File: config.mk
export PLATFORM = sky130hd
export DESIGN_NAME = spi_port_seq
export DESIGN_NICKNAME = d
export VERILOG_FILES = /design/src/rtl/seq_pkg.sv /design/src/rtl/seq_image.sv /design/src/rtl/seq_step.sv /design/src/rtl/spi_port_seq.sv
export SDC_FILE = /design/constraint.sdc
export NUM_CORES = 1
export LEC_CHECK = 0
export ABC_AREA = 1
export BUFFER_PORTS_ARGS = -buffer_cell sky130_fd_sc_hd__buf_2
export CAP_MARGIN = 20
export CELL_PAD_IN_SITES_DETAIL_PLACEMENT = 1
export CELL_PAD_IN_SITES_GLOBAL_PLACEMENT = 2
export CORE_ASPECT_RATIO = 2
export CORE_MARGIN = 2
export CORE_UTILIZATION = 28
export CTS_BUF_LIST = sky130_fd_sc_hd__clkbuf_4 sky130_fd_sc_hd__clkbuf_8
export DETAILED_ROUTE_END_ITERATION = 7
export PLACE_DENSITY = 0.74
export SKIP_CTS_REPAIR_TIMING = 1
export SLEW_MARGIN = 10
export SYNTH_ARGS = -nofsm -noshare
export SYNTH_HDL_FRONTEND = slang
export SYNTH_SLANG_ARGS = --single-unit
File: constraint.sdc
create_clock -name clk -period 1.4 [get_ports clk]
set_input_delay 0.35 -clock clk [delete_from_list [all_inputs] [get_ports clk]]
set_output_delay 0.35 -clock clk [all_outputs]
set_load 0.01 [all_outputs]
File: src/rtl/seq_pkg.sv
package seq_pkg;
    localparam int PIN_CS  = 7;
    localparam int PIN_SDI = 6;
    localparam int PIN_SCK = 5;
    localparam int SUB_PER_BIT = 3;

    typedef enum logic [1:0] {
        PH_IDLE  = 2'd0,
        PH_OPEN  = 2'd1,
        PH_BITS  = 2'd2,
        PH_CLOSE = 2'd3
    } phase_e;
endpackage

File: src/rtl/seq_image.sv
module seq_image
    import seq_pkg::*;
#(
    parameter int FRAME_BIT = 3
) (
    input  phase_e     phase,
    input  logic       sdi,
    input  logic [1:0] sub,
    output logic [7:0] img
);
    always_comb begin
        img = 8'h00;
        case (phase)
            PH_OPEN:  img = 8'h00;
            PH_CLOSE: img[FRAME_BIT] = 1'b1;
            PH_BITS: begin
                img[PIN_SDI] = sdi;
                img[PIN_SCK] = (sub == 2'd1);
            end
            default:  img = 8'h00;
        endcase
    end
endmodule

File: src/rtl/seq_step.sv
module seq_step #(
    parameter int WORD_W = 16
) (
    input  logic       clk,
    input  logic       rst_n,
    input  logic       clear,
    input  logic       adv,
    output logic [1:0] sub_o,
    output logic       bit_last_o
);
    localparam int CW = (WORD_W > 1) ? $clog2(WORD_W) : 1;

    typedef struct packed {
        logic [1:0]    sub;
        logic [CW-1:0] cnt;
    } step_t;

    step_t s_d, s_q;

    always_comb begin
        s_d = s_q;
        if (clear) begin
            s_d = '0;
        end else if (adv) begin
            if (s_q.sub == 2'd2) begin
                s_d.sub = 2'd0;
                s_d.cnt = s_q.cnt + 1'b1;
            end else begin
                s_d.sub = s_q.sub + 2'd1;
            end
        end
    end

    always_ff @(posedge clk or negedge rst_n) begin
        if (!rst_n) s_q <= '0;
        else        s_q <= s_d;
    end

    assign sub_o      = s_q.sub;
    assign bit_last_o = (s_q.cnt == CW'(WORD_W - 1)) && (s_q.sub == 2'd2);

    AST_SUB_RANGE: assert property (@(posedge clk) disable iff (!rst_n)
        s_q.sub != 2'd3);
endmodule

File: src/rtl/spi_port_seq.sv
module spi_port_seq
    import seq_pkg::*;
#(
    parameter int WORD_W    = 16,
    parameter int ADDR_W    = 7,
    parameter int FRAME_BIT = 3
) (
    input  logic              clk,
    input  logic              rst_n,
    input  logic              start,
    input  logic              frame_en,
    input  logic [WORD_W-1:0] word_in,
    input  logic [ADDR_W-1:0] dev_addr,
    output logic              busy,
    output logic              done,
    output logic              err,
    output logic              wr_req,
    output logic [ADDR_W-1:0] wr_addr,
    output logic [7:0]        wr_data,
    input  logic              wr_ack,
    input  logic              wr_nack
);
    typedef struct packed {
        phase_e            phase;
        logic [WORD_W-1:0] shreg;
        logic [ADDR_W-1:0] addr;
        logic              frame;
        logic              done;
        logic              err;
    } st_t;

    st_t        st_d, st_q;
    logic       step_clr, step_adv;
    logic [1:0] sub;
    logic       bit_last;

    seq_step #(.WORD_W(WORD_W)) u_step (
        .clk       (clk),
        .rst_n     (rst_n),
        .clear     (step_clr),
        .adv       (step_adv),
        .sub_o     (sub),
        .bit_last_o(bit_last)
    );

    seq_image #(.FRAME_BIT(FRAME_BIT)) u_img (
        .phase(st_q.phase),
        .sdi  (st_q.shreg[WORD_W-1]),
        .sub  (sub),
        .img  (wr_data)
    );

    always_comb begin
        st_d      = st_q;
        st_d.done = 1'b0;
        step_clr  = 1'b0;
        step_adv  = 1'b0;
        if (st_q.phase == PH_IDLE) begin
            if (start) begin
                st_d.shreg = word_in;
                st_d.addr  = dev_addr;
                st_d.frame = frame_en;
                st_d.err   = 1'b0;
                st_d.phase = frame_en ? PH_OPEN : PH_BITS;
                step_clr   = 1'b1;
            end
        end else if (wr_ack) begin
            if (wr_nack) begin
                st_d.phase = PH_IDLE;
                st_d.err   = 1'b1;
            end else begin
                case (st_q.phase)
                    PH_OPEN: st_d.phase = PH_BITS;
                    PH_BITS: begin
                        step_adv = 1'b1;
                        if (sub == 2'd2) st_d.shreg = st_q.shreg << 1;
                        if (bit_last) begin
                            if (st_q.frame) begin
                                st_d.phase = PH_CLOSE;
                            end else begin
                                st_d.phase = PH_IDLE;
                                st_d.done  = 1'b1;
                            end
                        end
                    end
                    PH_CLOSE: begin
                        st_d.phase = PH_IDLE;
                        st_d.done  = 1'b1;
                    end
                    default: st_d.phase = PH_IDLE;
                endcase
            end
        end
    end

    always_ff @(posedge clk or negedge rst_n) begin
        if (!rst_n) begin
            st_q       <= '0;
            st_q.phase <= PH_IDLE;
        end else begin
            st_q <= st_d;
        end
    end

    assign wr_req  = (st_q.phase != PH_IDLE);
    assign busy    = wr_req;
    assign wr_addr = st_q.addr;
    assign done    = st_q.done;
    assign err     = st_q.err;

    AST_HOLD_WAIT: assert property (@(posedge clk) disable iff (!rst_n)
        wr_req && !wr_ack |=> wr_req && $stable(wr_data) && $stable(wr_addr));
    AST_ADDR_STABLE: assert property (@(posedge clk) disable iff (!rst_n)
        wr_req && $past(wr_req) |-> $stable(wr_addr));
    AST_NACK_ABORT: assert property (@(posedge clk) disable iff (!rst_n)
        wr_req && wr_ack && wr_nack |=> err && !wr_req && !done);
    AST_ERR_STICKY: assert property (@(posedge clk) disable iff (!rst_n)
        err && !(start && !busy) |=> err);
    AST_DONE_IDLE: assert property (@(posedge clk) disable iff (!rst_n)
        done |-> !wr_req && !busy);
    AST_DONE_PULSE: assert property (@(posedge clk) disable iff (!rst_n)
        done |=> !done);
    AST_SCK_CLEAN: assert property (@(posedge clk) disable iff (!rst_n)
        wr_req && wr_data[PIN_SCK] |-> !wr_data[PIN_CS] && (wr_data[4:0] == 5'd0));
endmodule

==> key figures <==
Placement
  – Placed cells: roughly 360
  – GP Congestion: between 0.7 and 0.8
  – Placed instance area: around 2200 um^2
  – DP HPWL: around 3300 um
  – Port Buffers: 42

Final layout
  – Share of cells above drive strength 1: about 42%
  – Non-filler instance count after layout: 368
  – Finished Cell Area: approximately 2500 um^2
  – Filler cell count: 826
  – Commonest non-fill, non-tap cells in the layout: 68 x nand2_1, 39 x buf_2, 33 x nand3_1, 33 x dfrtp_1
  – Fin nets: 315
  – Register area: ~850 um^2
  – Footprint of the multi-input gates: 951 um^2
  – Commonest non-fill, non-tap cell in the layout: nand2_1
  – Ant diodes: 0
  – P&R area growth vs syn: 34.7%

Clock tree
  – H-tree Lvls: 2
  – CTS sink count: 34
  – Clk root buf: clkbuf_8
  – CTS Buffer Depth: 2
  – CTS tree: done
  – CTS buffer count: 5
  – Clk slew on worst S/H paths: ~0.07 ns
  – Clk Latency, worst-skew pair: roughly 0.3 ns

Worst setup path
  – CP arrival: approximately 1.3 ns
  – CP endpoint kind: primary output
  – Reg-to-Reg Start: st_q[26]
  – Critical Path Start Type: register
  – Crit path kind: reg2out
  – Critical path fanouts, max: 4
  – Setup crit start: st_q[27]
  – Worst EP required: 1.05 ns

GRT
  – First-pass GRT wire length: 7650 um
  – Global Route Usage Sum: between 10% and 20%
  – Grt total ovfl: 0
  – Antenna violations before repair: 0
  – Met1 Resource Use GR: around 16%
  – Busiest layer in global routing: met2
  – GR Util met2: a little under a quarter
  – Largest net degree at the start of global routing: 35
  – Number of global-route vias before repair: between 1500 and 2000
  – Met3 usage: under 10%

Die
  – Die Height: 119 um
  – Row Count: 42
  – Die area: 7360 um^2
  – Core area: about 6500 um^2
  – I/O pins: 48
  – Die Span X: roughly 62 um
  – Initial Util: between 20 and 30%

Power and ir drop
  – Final total power: ~4.2 mW
  – Leakage: roughly 1.3 nW
  – Maximum vdd drop: around 0.00060 V
  – Cell Pwr Density: roughly 1700 nW/um^2

Synth
  – Synth Area per Inst: between 8 and 9 um^2
  – Cell variety after synth: 25
  – Ys Warns: 0
  – Cells after Synth: between 200 and 250
  – FF+latch count, synth: 34
  – Post-synthesis sequential area ratio: roughly 46%
  – Synthesized area: approximately 1900 um^2

STA
  – Setup violators final: 26
  – Clock Skews: about 0.005 ns
  – Min Tclk post-route: around 1.6 ns
  – Final worst-path cycle share: 117%
  – FMAX: approximately 0.6 GHz
  – Fin. Hold Viols: 0
  – Slew Limit Fails: 0
  – Post-route setup slack: -0.231 ns
  – RSZ-0062 raised after global routing: yes

Flow run
  – Total of max-cap violations: 0

Hold path
  – Worst Hold Class: in2async

Route
  – Vias after detailed routing: 1619
  – Wire per inst: 13.1 um
  – Post-route DRC violation count: 0
  – Final WL: slightly below 5000 um
  – Detail Route Antenna Nets: 0
  – Vias per Instance: around 4.4
  – Detailed-router iteration count before antenna repair: 4
  – Initial drt markers: 23

Run status
  – Status: finished with violations
  – Failing checks: setup timing
-- power breakdown --
| part | total (mW) | leakage, nW | internal [mW] | switching [mW] |
|---|---|---|---|---|
| clock | 0.731 | 0.0407 | 0.360 | 0.371 |
| sequential | 1.59 | 0.429 | 1.35 | 0.238 |
| combinational | 1.87 | 0.854 | 0.888 | 0.979 |
-- cell usage after synthesis, drive strengths merged --
cell | n | area share (%)
nand2 | 85 | 18
nand3 | 44 | 14
dfrtp | 34 | 46
buf | 21 | 8.2
inv | 15 | 3.0
nor2 | 8 | 3.2
ha | 6 | 4.0
o21ai | 4 | 1.1
nand4 | 2 | 0.67
a21oi | 1 | 0.27
conb | 1 | 0.20
nor3 | 1 | 0.27
o21bai | 1 | 0.40
or2 | 1 | 0.34
xnor2 | 1 | 0.47
-- cells by family after synthesis --
logic type,synth area share (%)
AND/OR/NAND/NOR,36.6
buffers and inverters,11.2
flip-flops,45.7
AO/OA/AOI/OAI,1.75
adder cells (fa/ha/maj),4.03
XOR/XNOR,0.471
other,0.201
-- state kept, by name, indices dropped and copies added (netlist names) --
register	flops
done	1
u_step.sub_o	2
u_step.s_q	4
st_q	19
err	1
wr_addr	7
-- path summary, 6_finish.rpt --
| path | end | slack (ns) | cells after the start |
|---|---|---|---|
| hold reg to reg | wr_addr[6] | 0.48 | 2 |
| setup / recovery | busy | -0.23 | 5 |
| setup reg to reg | st_q[13] | -0.16 | 9 |
| hold / removal | done | 0.00006 | 2 |
| max in group asynchronous | err | 1.21 | 2 |
| min in group clk | wr_addr[0] | 0.25 | 3 |
-- critical path: stages (launching register included) --
cell	delay, ns
dfrtp_2	0.46
inv_2	0.10
ha_4	0.17
inv_4	0.04
buf_6	0.11
buf_6	0.11
-- routing by layer --
layer	share of wire, %	wire length, um
met3	4.0	194
met2	52	2510
met4	2.1	103
met1	42	2000
met5	0	0
-- metrics by stage --
step | worst slack (ns) | setup TNS, ns | hold WS [ns] | utilization, %
after floorplan | -0.0134 | -0.146 | 0.0544 | -
after global placement | -0.0734 | -1.22 | 0.331 | 34.4
after detailed placement | -0.146 | -2.63 | 0.329 | 34.4
after CTS | -0.349 | -4.93 | 0.00466 | 35.7
after global routing | -0.299 | -5.31 | 0.0124 | 38.5
final | -0.231 | -2.75 | 0.0000620 | 38.5
-- area by class of cell --
| class | count | share of cell area (%) |
|---|---|---|
| multi-input combinational | 161 | 37.9 |
| sequential | 34 | 34.0 |
| timing repair buffer | 63 | 17.9 |
| tap | 88 | 4.39 |
| clock buffer | 6 | 3.04 |
| inverter | 15 | 2.54 |
| clock inverter | 1 | 0.299 |
No activity file was read; power rests on OpenSTA's default activity.
